`config.mk`:
```
export PLATFORM = sky130hd
export DESIGN_NAME = sense_barrier
export DESIGN_NICKNAME = d
export VERILOG_FILES = /design/src/rtl/sb_pkg.sv /design/src/rtl/sb_popcount.sv /design/src/rtl/sb_pair_stage.sv /design/src/rtl/sb_root_counter.sv /design/src/rtl/sb_sense_pick.sv /design/src/rtl/sense_barrier.sv
export SDC_FILE = /design/constraint.sdc
export NUM_CORES = 1
export LEC_CHECK = 0
export BUFFER_PORTS_ARGS = -buffer_cell sky130_fd_sc_hd__buf_4
export CAP_MARGIN = 10
export CORE_MARGIN = 4
export CORE_UTILIZATION = 40
export DETAILED_ROUTE_END_ITERATION = 12
export GPL_TIMING_DRIVEN = 0
export SLEW_MARGIN = 10
export SYNTH_ARGS = -nofsm -noshare
export SYNTH_HDL_FRONTEND = slang
export SYNTH_SLANG_ARGS = --single-unit
```
`constraint.sdc`:
```
create_clock -name clk -period 5.9 [get_ports clk]
set_clock_uncertainty 0.15 [all_clocks]
set_input_delay 1.18 -clock clk [delete_from_list [all_inputs] [get_ports clk]]
set_output_delay 1.18 -clock clk [all_outputs]
set_load 0.01 [all_outputs]
```
`src/rtl/sb_pkg.sv`:
```
package sb_pkg;

  typedef enum logic {
    SB_FLAT   = 1'b0,
    SB_PAIRED = 1'b1
  } sb_topo_e;

  // Width needed to hold values 0..n
  function automatic int unsigned sb_cnt_w(input int unsigned n);
    return (n < 2) ? 1 : $clog2(n + 1);
  endfunction

endpackage

```
`src/rtl/sb_popcount.sv`:
```
module sb_popcount #(
  parameter int unsigned W  = 8,
  parameter int unsigned OW = sb_pkg::sb_cnt_w(W)
) (
  input  logic [W-1:0]  bits_i,
  output logic [OW-1:0] count_o
);

  // every set bit of the cycle contributes to the sum
  always_comb begin
    count_o = '0;
    for (int unsigned i = 0; i < W; i++) begin
      count_o = count_o + OW'(bits_i[i]);
    end
  end

endmodule

```
`src/rtl/sb_pair_stage.sv`:
```
module sb_pair_stage #(
  parameter int unsigned NPAIR = 4
) (
  input  logic [2*NPAIR-1:0] accept_i,
  input  logic [2*NPAIR-1:0] held_i,
  output logic [NPAIR-1:0]   rep_o
);

  // a pair completes when both members are in and at least one
  // of them is new this cycle; that completion is a single increment.
  for (genvar k = 0; k < NPAIR; k++) begin : g_pair
    logic lo_in;
    logic hi_in;
    logic fresh;
    assign lo_in    = accept_i[2*k]   | held_i[2*k];
    assign hi_in    = accept_i[2*k+1] | held_i[2*k+1];
    assign fresh    = accept_i[2*k]   | accept_i[2*k+1];
    assign rep_o[k] = lo_in & hi_in & fresh;
  end

endmodule

```
`src/rtl/sb_root_counter.sv`:
```
module sb_root_counter #(
  parameter int unsigned TOTAL = 8,
  parameter int unsigned CW    = sb_pkg::sb_cnt_w(TOTAL)
) (
  input  logic          clk,
  input  logic          rst_n,
  input  logic [CW-1:0] inc_i,
  output logic          complete_o
);

  logic [CW-1:0] cnt_q;
  logic [CW-1:0] cnt_d;
  logic [CW:0]   sum;
  logic          cnt_en;

  always_comb begin
    sum        = {1'b0, cnt_q} + {1'b0, inc_i};
    complete_o = (sum == (CW+1)'(TOTAL));
    cnt_en     = (inc_i != '0);
    cnt_d      = complete_o ? '0 : sum[CW-1:0];
  end

  always_ff @(posedge clk or negedge rst_n) begin
    if (!rst_n) begin
      cnt_q <= '0;
    end else if (cnt_en) begin
      cnt_q <= cnt_d;
    end
  end

endmodule

```
`src/rtl/sb_sense_pick.sv`:
```
module sb_sense_pick #(
  parameter int unsigned W = 8
) (
  input  logic [W-1:0] accept_i,
  input  logic [W-1:0] sense_i,
  output logic         sense_o
);

  // lowest-index accepted arrival wins; scan downwards so it is
  // the last assignment to take effect
  always_comb begin
    sense_o = 1'b0;
    for (int i = int'(W) - 1; i >= 0; i--) begin
      if (accept_i[i]) begin
        sense_o = sense_i[i];
      end
    end
  end

endmodule

```
`src/rtl/sense_barrier.sv`:
```
module sense_barrier #(
  parameter int unsigned NPROC  = 8,
  parameter bit          PAIRED = 1'b0
) (
  input  logic             clk,
  input  logic             rst_n,
  input  logic [NPROC-1:0] arrive_i,
  input  logic [NPROC-1:0] sense_i,
  output logic             release_o,
  output logic [NPROC-1:0] waiting_o,
  output logic [NPROC-1:0] dup_err_o
);

  import sb_pkg::*;

  localparam sb_topo_e    TOPO  = (PAIRED && (NPROC % 2 == 0)) ? SB_PAIRED : SB_FLAT;
  localparam int unsigned RW    = (TOPO == SB_PAIRED) ? NPROC / 2 : NPROC;
  localparam int unsigned CW    = sb_cnt_w(RW);

  logic [NPROC-1:0] held_q, held_d;
  logic [NPROC-1:0] dup_q, dup_d;
  logic             rel_q, rel_d;
  logic             rel_en;

  logic [NPROC-1:0] accept;
  logic [RW-1:0]    rep;
  logic [CW-1:0]    rep_cnt;
  logic             complete;
  logic             ep_sense;

  // Filter repeats
  assign accept = arrive_i & ~held_q;

  // structure chosen by parameter
  if (TOPO == SB_PAIRED) begin : g_paired
    sb_pair_stage #(.NPAIR(RW)) u_pairs (
      .accept_i (accept),
      .held_i   (held_q),
      .rep_o    (rep)
    );
  end else begin : g_flat
    assign rep = accept;
  end

  sb_popcount #(.W(RW), .OW(CW)) u_popc (
    .bits_i  (rep),
    .count_o (rep_cnt)
  );

  sb_root_counter #(.TOTAL(RW), .CW(CW)) u_root (
    .clk        (clk),
    .rst_n      (rst_n),
    .inc_i      (rep_cnt),
    .complete_o (complete)
  );

  sb_sense_pick #(.W(NPROC)) u_pick (
    .accept_i (accept),
    .sense_i  (sense_i),
    .sense_o  (ep_sense)
  );

  // Next-state
  always_comb begin
    dup_d  = arrive_i & held_q;
    held_d = complete ? '0 : (held_q | accept);
    rel_en = complete;
    rel_d  = ep_sense;
  end

  // Registers
  always_ff @(posedge clk or negedge rst_n) begin
    if (!rst_n) begin
      held_q <= '0;
      dup_q  <= '0;
    end else begin
      held_q <= held_d;
      dup_q  <= dup_d;
    end
  end

  always_ff @(posedge clk or negedge rst_n) begin
    if (!rst_n) begin
      rel_q <= 1'b0;
    end else if (rel_en) begin
      rel_q <= rel_d;
    end
  end

  assign release_o = rel_q;
  assign waiting_o = held_q;
  assign dup_err_o = dup_q;

endmodule

```
==> results of run 1 <==
layout make-up:
cell class / count / area, sq um / share of cell area
well taps: 31 / 38.8 / 0.0262
repair buffers: 34 / 255 / 0.173
clock inverters: 1 / 5.00 / 0.00339
inverters: 11 / 41.3 / 0.0279
clock buffers: 3 / 22.5 / 0.0152
multi-input cells: 77 / 589 / 0.399
flip-flops and latches: 21 / 526 / 0.356
stage by stage:
stage | setup slack (ps) | utilization | TNS (ps)
6_report | 319 | 0.536 | 0
3_3_place_gp | -12.0 | 0.526 | -12.0
3_5_place_dp | -61.6 | 0.526 | -61.6
5_1_grt | 59.4 | 0.536 | 0
4_1_cts | 265 | 0.536 | 0
2_1_floorplan | 467 | - | 0
placed cells by master (no fill, tap or decap), types with 3 or more instances in the layout:
cell type / instances
ha_1: 7
a21oi_1: 4
fa_1: 5
inv_1: 10
and2_1: 8
dfrtp_1: 21
nor2b_1: 9
buf_4: 34
nor2_1: 19
clkbuf_4: 3
nand2_1: 3
metal layers:
metal	share of wire	up-vias	track usage
met5	0	-	0
li1	-	439	-
met4	0.016	0	0.0545
met2	0.46	26	0.203
met3	0.067	6	0.0289
met1	0.46	404	0.187
flip-flops by register name, summed over array words and instances, names as in the netlist:
register and flops:
u_root.cnt_q 4, release_o 1, waiting_o 8, dup_err_o 8
cell families (layout without fill, tap and decap cells):
family / after synthesis / after routing / share of synthesized area
AND/OR/NAND/NOR: 48 / 48 / 0.238
flip-flops: 21 / 21 / 0.455
AO/OA/AOI/OAI: 13 / 13 / 0.0747
adder cells (fa/ha/maj): 12 / 12 / 0.162
buffers and inverters: 11 / 49 / 0.0357
XOR/XNOR: 2 / 2 / 0.0152
multiplexers: 2 / 2 / 0.0195
where the power goes:
part	leakage (nW)	internal [mW]	switching (mW)	total (mW)
registers	0.229	0.188	0.0299	0.217
logic	0.438	0.149	0.152	0.301
clock network	0.0177	0.0253	0.0466	0.0719
critical path, delay by kind of cell:
family,cells,cell delay (ps)
compound gates,1,210
simple gates,4,1200
fa+ha+maj,6,2620
buf+inv,5,430
worst paths after layout:
path                                             start                     endpoint  slack (ps)  depth (start not counted)
max                                        arrive_i[0]        release_o$_DFFE_PN0N_         320                         16
min                        u_root.cnt_q[3]$_DFFE_PN0P_  u_root.cnt_q[3]$_DFFE_PN0P_         360                          2
max reg2reg                     waiting_o[0]$_DFF_PN0_        release_o$_DFFE_PN0N_         890                         15
min reg2reg                u_root.cnt_q[3]$_DFFE_PN0P_  u_root.cnt_q[3]$_DFFE_PN0P_         360                          2
max in group asynchronous                        rst_n       dup_err_o[0]$_DFF_PN0_        4800                          1
min in group asynchronous                        rst_n       dup_err_o[7]$_DFF_PN0_         580                          1
==> results.sh, run 1 <==
export IMPL_status="completed"
export IMPL_final_nets=178
export IMPL_total_power_mw=0.591
export IMPL_instances_no_fill=178
export IMPL_drive_above_1_share=0.299
export IMPL_nFillCells=257
export IMPL_path_class="input port to flop"
export IMPL_pin_count=35
export IMPL_insertion_delay_ps=310
export IMPL_slew_violations=0
export IMPL_synth_area_leaders="dfrtp_1 (45%), fa_1 (8.7%), ha_1 (7.6%)"
export IMPL_place_area_sq_mm=0.00145
export IMPL_synth_top_flop_cell="dfrtp_1"
export IMPL_syn_nets=139
export IMPL_numPortBuffers=34
export IMPL_synth_area_leader_cell="dfrtp_1"
export IMPL_die_h_um=61.8
export IMPL_die_x_um=61.8
export IMPL_numClockSinks=21
export IMPL_crit_path_frequent_cell="fa_1"
export IMPL_hold_slack_ps=362
export IMPL_cpMaxStageDelayCell="fa_1"
export IMPL_drt_iter0_drc=14
export IMPL_cts_buffer_depth=2
export IMPL_final_cell_area_sq_mm=0.00148
export IMPL_timing_fmax_mhz=179
export IMPL_root_buffer="clkbuf_4"
export IMPL_crit_path_max_fanout=10
export IMPL_worst_pin_slew_ps=647
export IMPL_ys_ff_latch=21
export IMPL_post_route_period_util=0.946
export IMPL_cts_hold_buffers_added=0
export IMPL_via_per_inst=4.92
export IMPL_ys_warn_count=0
export IMPL_start_util=0.419
export IMPL_synth_area_sq_mm=0.00116
export IMPL_worst_setup_path_start_kind="input port"
export IMPL_cts_htree_levels=1
export IMPL_synth_top_area_share=0.455
export IMPL_routabilityCongestion=0.733
export IMPL_dp_hpwl_um=1770
export IMPL_grt_max_degree=22
export IMPL_cp_arrival_ps=5650
export IMPL_insertedDiodeCount=0
export IMPL_grt_overflow=0
export IMPL_setup_violations=0
export IMPL_synth_most_common_cell="dfrtp_1"
export IMPL_async_flop_share=1.00
export IMPL_ys_seq_area_frac=0.455
export IMPL_die_area_sq_mm=0.00381
export IMPL_power_density_mw_per_mm2=400
export IMPL_synth_area_per_cell_sq_um=10.6
export IMPL_cts_buffers=3
export IMPL_ant_nets=0
export IMPL_grt_pass1_vias=839
export IMPL_cts_resized=0
export IMPL_grt_pass1_wl_um=3680
export IMPL_via_count=875
export IMPL_syn_instance_count=109
export IMPL_hp_class="flop to flop"
export IMPL_drt_pass1_iterations=4
export IMPL_post_cts_buffers=0
export IMPL_design_core_area_sq_mm=0.00276
export IMPL_vdd_drop_max_v=0.000247
export IMPL_antenna_found_initial=0
export IMPL_synth_common_cells="dfrtp_1 (21), nor2_1 (19), inv_1 (10), nor2b_1 (9), and2_1 (8)"
export IMPL_num_rows=19
export IMPL_final_hold_violation_count=0
export IMPL_end_kind="flop"
export IMPL_drc=0
export IMPL_syn2layout_area_growth_pct=27.8
export IMPL_drv_cap=0
export IMPL_clk_pin_slew_worst_paths_ps=130
export IMPL_synth_edff_count=0
export IMPL_leakage_nw=0.684
export IMPL_layout_min_cycle_time_ps=5580
export IMPL_cts_tree="built"
export IMPL_dp_cells=174
export IMPL_slew_headroom=0.566
export IMPL_routed_wirelength_um=2270
export IMPL_netlist_cell_type_count=28
export IMPL_grt_use_total=0.134
export IMPL_cpPeakStageDelay_ps=530
export IMPL_worstPathCellList="buf_4 -> nor2b_1 -> ha_1 -> inv_1 -> fa_1 -> inv_1 -> fa_1 -> fa_1 -> inv_1 -> fa_1 -> inv_1 -> fa_1 -> or3_1 -> nor4_4 -> nor2b_1 -> a31o_1"
export IMPL_required_ps=5970
export IMPL_post_drt_wl_per_cell_um=12.8
export IMPL_rsz0062_at_grt="false"
(Power assumes the default switching activity.)
==> run 2: changes to the inputs <==
--- a/config.mk
+++ b/config.mk
@@ -5,8 +5,9 @@
 export SDC_FILE = /design/constraint.sdc
 export NUM_CORES = 1
 export LEC_CHECK = 0
+export ABC_AREA = 1
 export BUFFER_PORTS_ARGS = -buffer_cell sky130_fd_sc_hd__buf_4
-export CAP_MARGIN = 10
+export CAP_MARGIN = 20
 export CORE_MARGIN = 4
 export CORE_UTILIZATION = 40
 export DETAILED_ROUTE_END_ITERATION = 12
==> results.sh, run 2 <==
export IMPL_ant_nets=0
export IMPL_ys_ff_latch=21
export IMPL_design_core_area_sq_mm=0.00283
export IMPL_die_area_sq_mm=0.00396
export IMPL_layout_min_cycle_time_ps=4980
export IMPL_final_cell_mix="inv_1 (37), buf_4 (34), nand2_1 (31)"
export IMPL_via_per_inst=4.54
export IMPL_die_h_um=62.9
export IMPL_synth_top_flop_cell="dfrtp_1"
export IMPL_start_util=0.427
export IMPL_slew_violations=0
export IMPL_routed_wirelength_um=2320
export IMPL_routabilityCongestion=0.754
export IMPL_synth_area_leader_cell="dfrtp_1"
export IMPL_syn_instance_count=144
export IMPL_drt_pass1_iterations=4
export IMPL_required_ps=5960
export IMPL_timing_fmax_mhz=201
export IMPL_pin_count=35
export IMPL_worst_pin_slew_ps=274
export IMPL_leakage_nw=0.923
export IMPL_setup_violations=0
export IMPL_insertion_delay_ps=300
export IMPL_via_count=968
export IMPL_dp_hpwl_um=1890
export IMPL_final_hold_violation_count=0
export IMPL_netlist_cell_type_count=19
export IMPL_grt_max_degree=22
export IMPL_cts_htree_levels=1
export IMPL_worst_setup_path_start_kind="input port"
export IMPL_ys_warn_count=0
export IMPL_final_common_cell="inv_1"
export IMPL_synth_simple_area_share=0.194
export IMPL_synth_top_area_share=0.435
export IMPL_root_buffer="clkbuf_4"
export IMPL_antenna_found_initial=0
export IMPL_synth_adder_area_share=0.155
export IMPL_cts_tree="built"
export IMPL_power_density_mw_per_mm2=323
export IMPL_hp_class="flop to flop"
export IMPL_syn_nets=174
export IMPL_numClockSinks=21
export IMPL_cts_buffers=3
export IMPL_synth_xor_area_share=0.0218
export IMPL_synth_area_per_cell_sq_um=8.38
export IMPL_post_drt_wl_per_cell_um=10.9
export IMPL_num_rows=19
export IMPL_insertedDiodeCount=0
export IMPL_synth_area_leaders="dfrtp_1 (44%), inv_1 (12%), nand2_1 (9.6%)"
export IMPL_crit_path_max_fanout=8
export IMPL_syn2layout_area_growth_pct=26.5
export IMPL_rsz0062_at_grt="false"
export IMPL_async_flop_share=1.00
export IMPL_status="completed"
export IMPL_synth_compound_area_frac=0.0456
export IMPL_synth_top_family_by_area="simple AND/OR/NAND/NOR gates"
export IMPL_cts_hold_buffers_added=0
export IMPL_ys_seq_area_frac=0.435
export IMPL_post_route_period_util=0.844
export IMPL_grt_pass1_vias=1028
export IMPL_synth_most_common_cell="inv_1"
export IMPL_final_util=0.540
export IMPL_vdd_drop_max_v=0.000146
export IMPL_path_class="input port to flop"
export IMPL_synth_edff_count=0
export IMPL_slew_headroom=0.817
export IMPL_synth_mux_area_frac=0.0280
export IMPL_final_nets=213
export IMPL_grt_pass1_wl_um=4310
export IMPL_clk_pin_slew_worst_paths_ps=120
export IMPL_grt_use_total=0.136
export IMPL_total_power_mw=0.494
export IMPL_numPortBuffers=34
export IMPL_cp_arrival_ps=5030
export IMPL_setup_tns_ps=0
export IMPL_end_kind="flop"
export IMPL_drc=0
export IMPL_synth_area_sq_mm=0.00121
export IMPL_cts_resized=0
export IMPL_synth_common_cells="inv_1 (37), nand2_1 (31), dfrtp_1 (21), nor2_1 (20), ha_1 (7)"
export IMPL_drt_iter0_drc=43
export IMPL_cts_buffer_depth=2
export IMPL_drive_above_1_share=0.253
export IMPL_die_x_um=62.9
export IMPL_post_cts_buffers=0
export IMPL_grt_overflow=0
export IMPL_hold_slack_ps=355
export IMPL_drv_cap=0
-- run 2: changes by cell type after synthesis, sizes merged, moves of 2 or more --
cell     previous run  this run
nand2               3        32
xor2                0         2
a2111oi             2         0
nor4                2         0
and2                8         0
inv                11        38
nor2b               9         0
and3                2         0
a21oi               4         2
nand3               1         5
-- run 2: power by group --
group	total, mW	leakage (nW)	internal (mW)	switching [mW]
clock	0.0705	0.0150	0.0264	0.0442
combinational	0.223	0.679	0.107	0.116
sequential	0.200	0.229	0.177	0.0230
-- run 2: cell type report --
type / instances / area (sq um)
repair buffers: 34 / 255
flip-flops and latches: 21 / 526
well taps: 31 / 38.8
multi-input cells: 85 / 537
inverters: 38 / 145
fillers: 270 / 1300
clock buffers: 4 / 26.3
-- run 2: worst max-delay path, stage by stage --
cell and delay [ps]:
buf_4 120, inv_1 40, nor2_1 60, ha_1 280, inv_1 50, fa_1 540, inv_1 60, fa_1 500
fa_1 450, inv_1 90, fa_1 400, inv_1 130, fa_1 450, nor3_1 180, nand2_1 70, nor2_1 120
nand2_2 110, inv_4 140, nor2_1 60
-- run 2: final timing paths --
kind	end	from	depth (start not counted)	slack (ps)
setup / recovery	waiting_o[2]$_DFF_PN0_	arrive_i[1]	19	920
hold / removal	release_o$_DFFE_PN0N_	release_o$_DFFE_PN0N_	2	360
setup reg to reg	waiting_o[2]$_DFF_PN0_	waiting_o[1]$_DFF_PN0_	17	1500
hold reg to reg	release_o$_DFFE_PN0N_	release_o$_DFFE_PN0N_	2	360
max in group asynchronous	dup_err_o[5]$_DFF_PN0_	rst_n	1	4800
min in group asynchronous	u_root.cnt_q[1]$_DFFE_PN0P_	rst_n	1	590
-- run 2: cells by family (layout without fill, tap and decap cells) --
family	after synthesis	after routing
fa+ha+maj	12	12
flops	21	21
compound gates	8	8
mux	3	3
xor+xnor	3	3
simple gates	59	59
buf+inv	38	76
-- run 2: metrics by stage --
| step | cell area [sq um] | setup WS [ps] | cells |
|---|---|---|---|
| 2_1_floorplan | 1210 | 968 | 144 |
| 3_5_place_dp | 1500 | 576 | 209 |
| 4_1_cts | 1530 | 898 | 213 |
| 6_report | 1530 | 922 | 213 |
| 5_1_grt | 1530 | 631 | 213 |
| 3_3_place_gp | 1500 | 651 | 209 |
-- run 2: metal layers --
| layer | vias up | share of wire | global-route usage |
|---|---|---|---|
| met5 | - | 0 | 0 |
| met4 | 0 | 0.014 | 0.0579 |
| met3 | 4 | 0.054 | 0.0306 |
| met2 | 23 | 0.50 | 0.217 |
| met1 | 441 | 0.43 | 0.176 |
| li1 | 500 | - | - |
==> run 3: changes to the inputs <==
--- a/config.mk
+++ b/config.mk
@@ -12,6 +12,7 @@
 export CORE_UTILIZATION = 40
 export DETAILED_ROUTE_END_ITERATION = 12
 export GPL_TIMING_DRIVEN = 0
+export PLACE_DENSITY = 0.67
 export SLEW_MARGIN = 10
 export SYNTH_ARGS = -nofsm -noshare
 export SYNTH_HDL_FRONTEND = slang
==> constraint.sdc (replaced) <==
create_clock -name clk -period 4.2 [get_ports clk]
set_clock_uncertainty 0.15 [all_clocks]
set_input_delay 0.84 -clock clk [delete_from_list [all_inputs] [get_ports clk]]
set_output_delay 0.84 -clock clk [all_outputs]
set_load 0.01 [all_outputs]
==> results.sh, run 3 (same netlist as run 2, synthesis figures left out) <==
export IMPL_final_hold_violation_count=0
export IMPL_p_sw_mw=0.275
export IMPL_root_buffer="clkbuf_4"
export IMPL_worst_slack_ps=-21.6
export IMPL_post_drt_wl_per_cell_um=10.8
export IMPL_drc=0
export IMPL_cts_tree="built"
export IMPL_routabilityCongestion=0.777
export IMPL_place_ws_ps=-497
export IMPL_power_density_mw_per_mm2=442
export IMPL_die_area_sq_mm=0.00396
export IMPL_violations="setup timing"
export IMPL_grt_overflow=0
export IMPL_rr_startpoint="waiting_o[1]$_DFF_PN0_"
export IMPL_final_util=0.598
export IMPL_cp_arrival_ps=4320
export IMPL_grt_pass1_wl_um=4130
export IMPL_vdd_drop_max_v=0.000250
export IMPL_cell_internal_pwr_mw=0.473
export IMPL_drt_iter0_drc=31
export IMPL_start_util=0.427
export IMPL_drt_pass1_iterations=4
export IMPL_pin_count=35
export IMPL_end_kind="flop"
export IMPL_path_class="input port to flop"
export IMPL_design_core_area_sq_mm=0.00283
export IMPL_leakage_nw=0.960
export IMPL_cts_buffer_depth=2
export IMPL_final_cell_mix="buf_4 (38), inv_1 (32), nand2_1 (31)"
export IMPL_worst_pin_slew_ps=271
export IMPL_final_common_cell="buf_4"
export IMPL_ant_nets=0
export IMPL_instances_no_fill=219
export IMPL_dp_hpwl_um=1820
export IMPL_crit_path_max_fanout=4
export IMPL_required_ps=4300
export IMPL_critical_path_startpoint="arrive_i[1]"
export IMPL_total_power_mw=0.748
export IMPL_numClockSinks=21
export IMPL_numPortBuffers=34
export IMPL_antenna_found_initial=0
export IMPL_via_count=980
export IMPL_cts_htree_levels=1
export IMPL_via_per_inst=4.47
export IMPL_num_rows=19
export IMPL_insertion_delay_ps=310
export IMPL_insertedDiodeCount=0
export IMPL_slew_violations=0
export IMPL_routed_wirelength_um=2370
export IMPL_pwr_share_comb=0.487
export IMPL_clkPwrFrac=0.132
export IMPL_layout_min_cycle_time_ps=4220
export IMPL_nFillCells=246
export IMPL_dp_cells=209
export IMPL_drive_above_1_share=0.362
export IMPL_final_nets=219
export IMPL_grt_use_total=0.129
export IMPL_grt_max_degree=22
export IMPL_worst_setup_path_start_kind="input port"
export IMPL_syn2layout_area_growth_pct=40.0
export IMPL_cts_hold_buffers_added=0
export IMPL_setup_violations=8
export IMPL_rsz0062_at_grt="true"
export IMPL_cts_buffers=3
export IMPL_die_x_um=62.9
export IMPL_hp_class="input port to async pin"
export IMPL_grt_pass1_vias=1020
export IMPL_clk_pin_slew_worst_paths_ps=120
export IMPL_status="finished with violations"
export IMPL_drv_cap=0
export IMPL_slew_headroom=0.819
export IMPL_die_h_um=62.9
export IMPL_swShare=0.367
export IMPL_timing_fmax_mhz=237
export IMPL_seqPwrFrac=0.380
export IMPL_post_route_period_util=1.01
==> run 3: changes by cell type in the layout (fill, tap and decap cells not counted), moves of 2 or more <==
cell and change:
inv_1 -5, buf_4 +4, ha_1 -3, inv_2 +3
nor2_1 -3, buf_12 +2, fa_1 -2, fa_2 +2
ha_4 +2, inv_12 +2, nor2_4 +2
==> run 3: power by group through the flow <==
stage / logic, mW / registers (mW) / clock network, mW
2_1_floorplan: 0.209 / 0.297 / 0
5_1_grt: 0.410 / 0.292 / 0.111
3_5_place_dp: 0.324 / 0.289 / 0
6_report: 0.364 / 0.284 / 0.0990
3_3_place_gp: 0.316 / 0.287 / 0
4_1_cts: 0.356 / 0.285 / 0.102
==> run 3: final timing paths <==
check | end | slack (ps) | cells after the start
max | release_o$_DFFE_PN0N_ | -20 | 20
min | dup_err_o[5]$_DFF_PN0_ | 240 | 1
max reg2reg | release_o$_DFFE_PN0N_ | 170 | 18
min reg2reg | release_o$_DFFE_PN0N_ | 350 | 2
max in group asynchronous | u_root.cnt_q[3]$_DFFE_PN0P_ | 3440 | 1
min in group clk | release_o$_DFFE_PN0N_ | 350 | 2
==> run 3: what timing repair did <==
item,CTS,global route
setup endpoints to repair,10,10
pin swaps,9,3
cloned,0,0
gates resized for setup,7,4
setup buffers,6,0
==> run 3: final cells by class <==
type,instances,area [sq um],area share
inverter,38,173,0.102
sequential,21,526,0.311
timing repair buffer,40,325,0.192
clock inverter,1,5.00,0.00296
tap,31,38.8,0.0229
multi-input combinational,85,601,0.355
clock buffer,3,22.5,0.0133
==> run 3: layer usage <==
layer | vias up | global-route usage | share of wire
met4 | 0 | 0.0496 | 0.0072
met3 | 2 | 0.0198 | 0.045
li1 | 511 | - | -
met2 | 19 | 0.228 | 0.51
met1 | 448 | 0.157 | 0.43
met5 | - | 0 | 0
==> run 3: per-stage QoR <==
step	area (sq um)	setup TNS [ps]	hold WS [ps]
finish	1690	-88.3	238
global route	1690	-1670	248
global placement	1570	-4820	322
CTS	1670	-664	242
detailed placement	1570	-5060	325
floorplan	1280	-1270	337
==> run 3: worst max-delay path, stage by stage <==
cell and delay [ps]:
buf_12 110, inv_12 40, nor2_4 40, ha_4 260
inv_2 30, fa_1 490, inv_1 50, fa_1 450
fa_2 360, inv_2 70, fa_2 430, inv_2 80
buf_4 110, ha_2 260, a31oi_2 180, xnor2_1 180
nand2_2 140, nor2_1 120, nand2_1 50, nand2_1 50
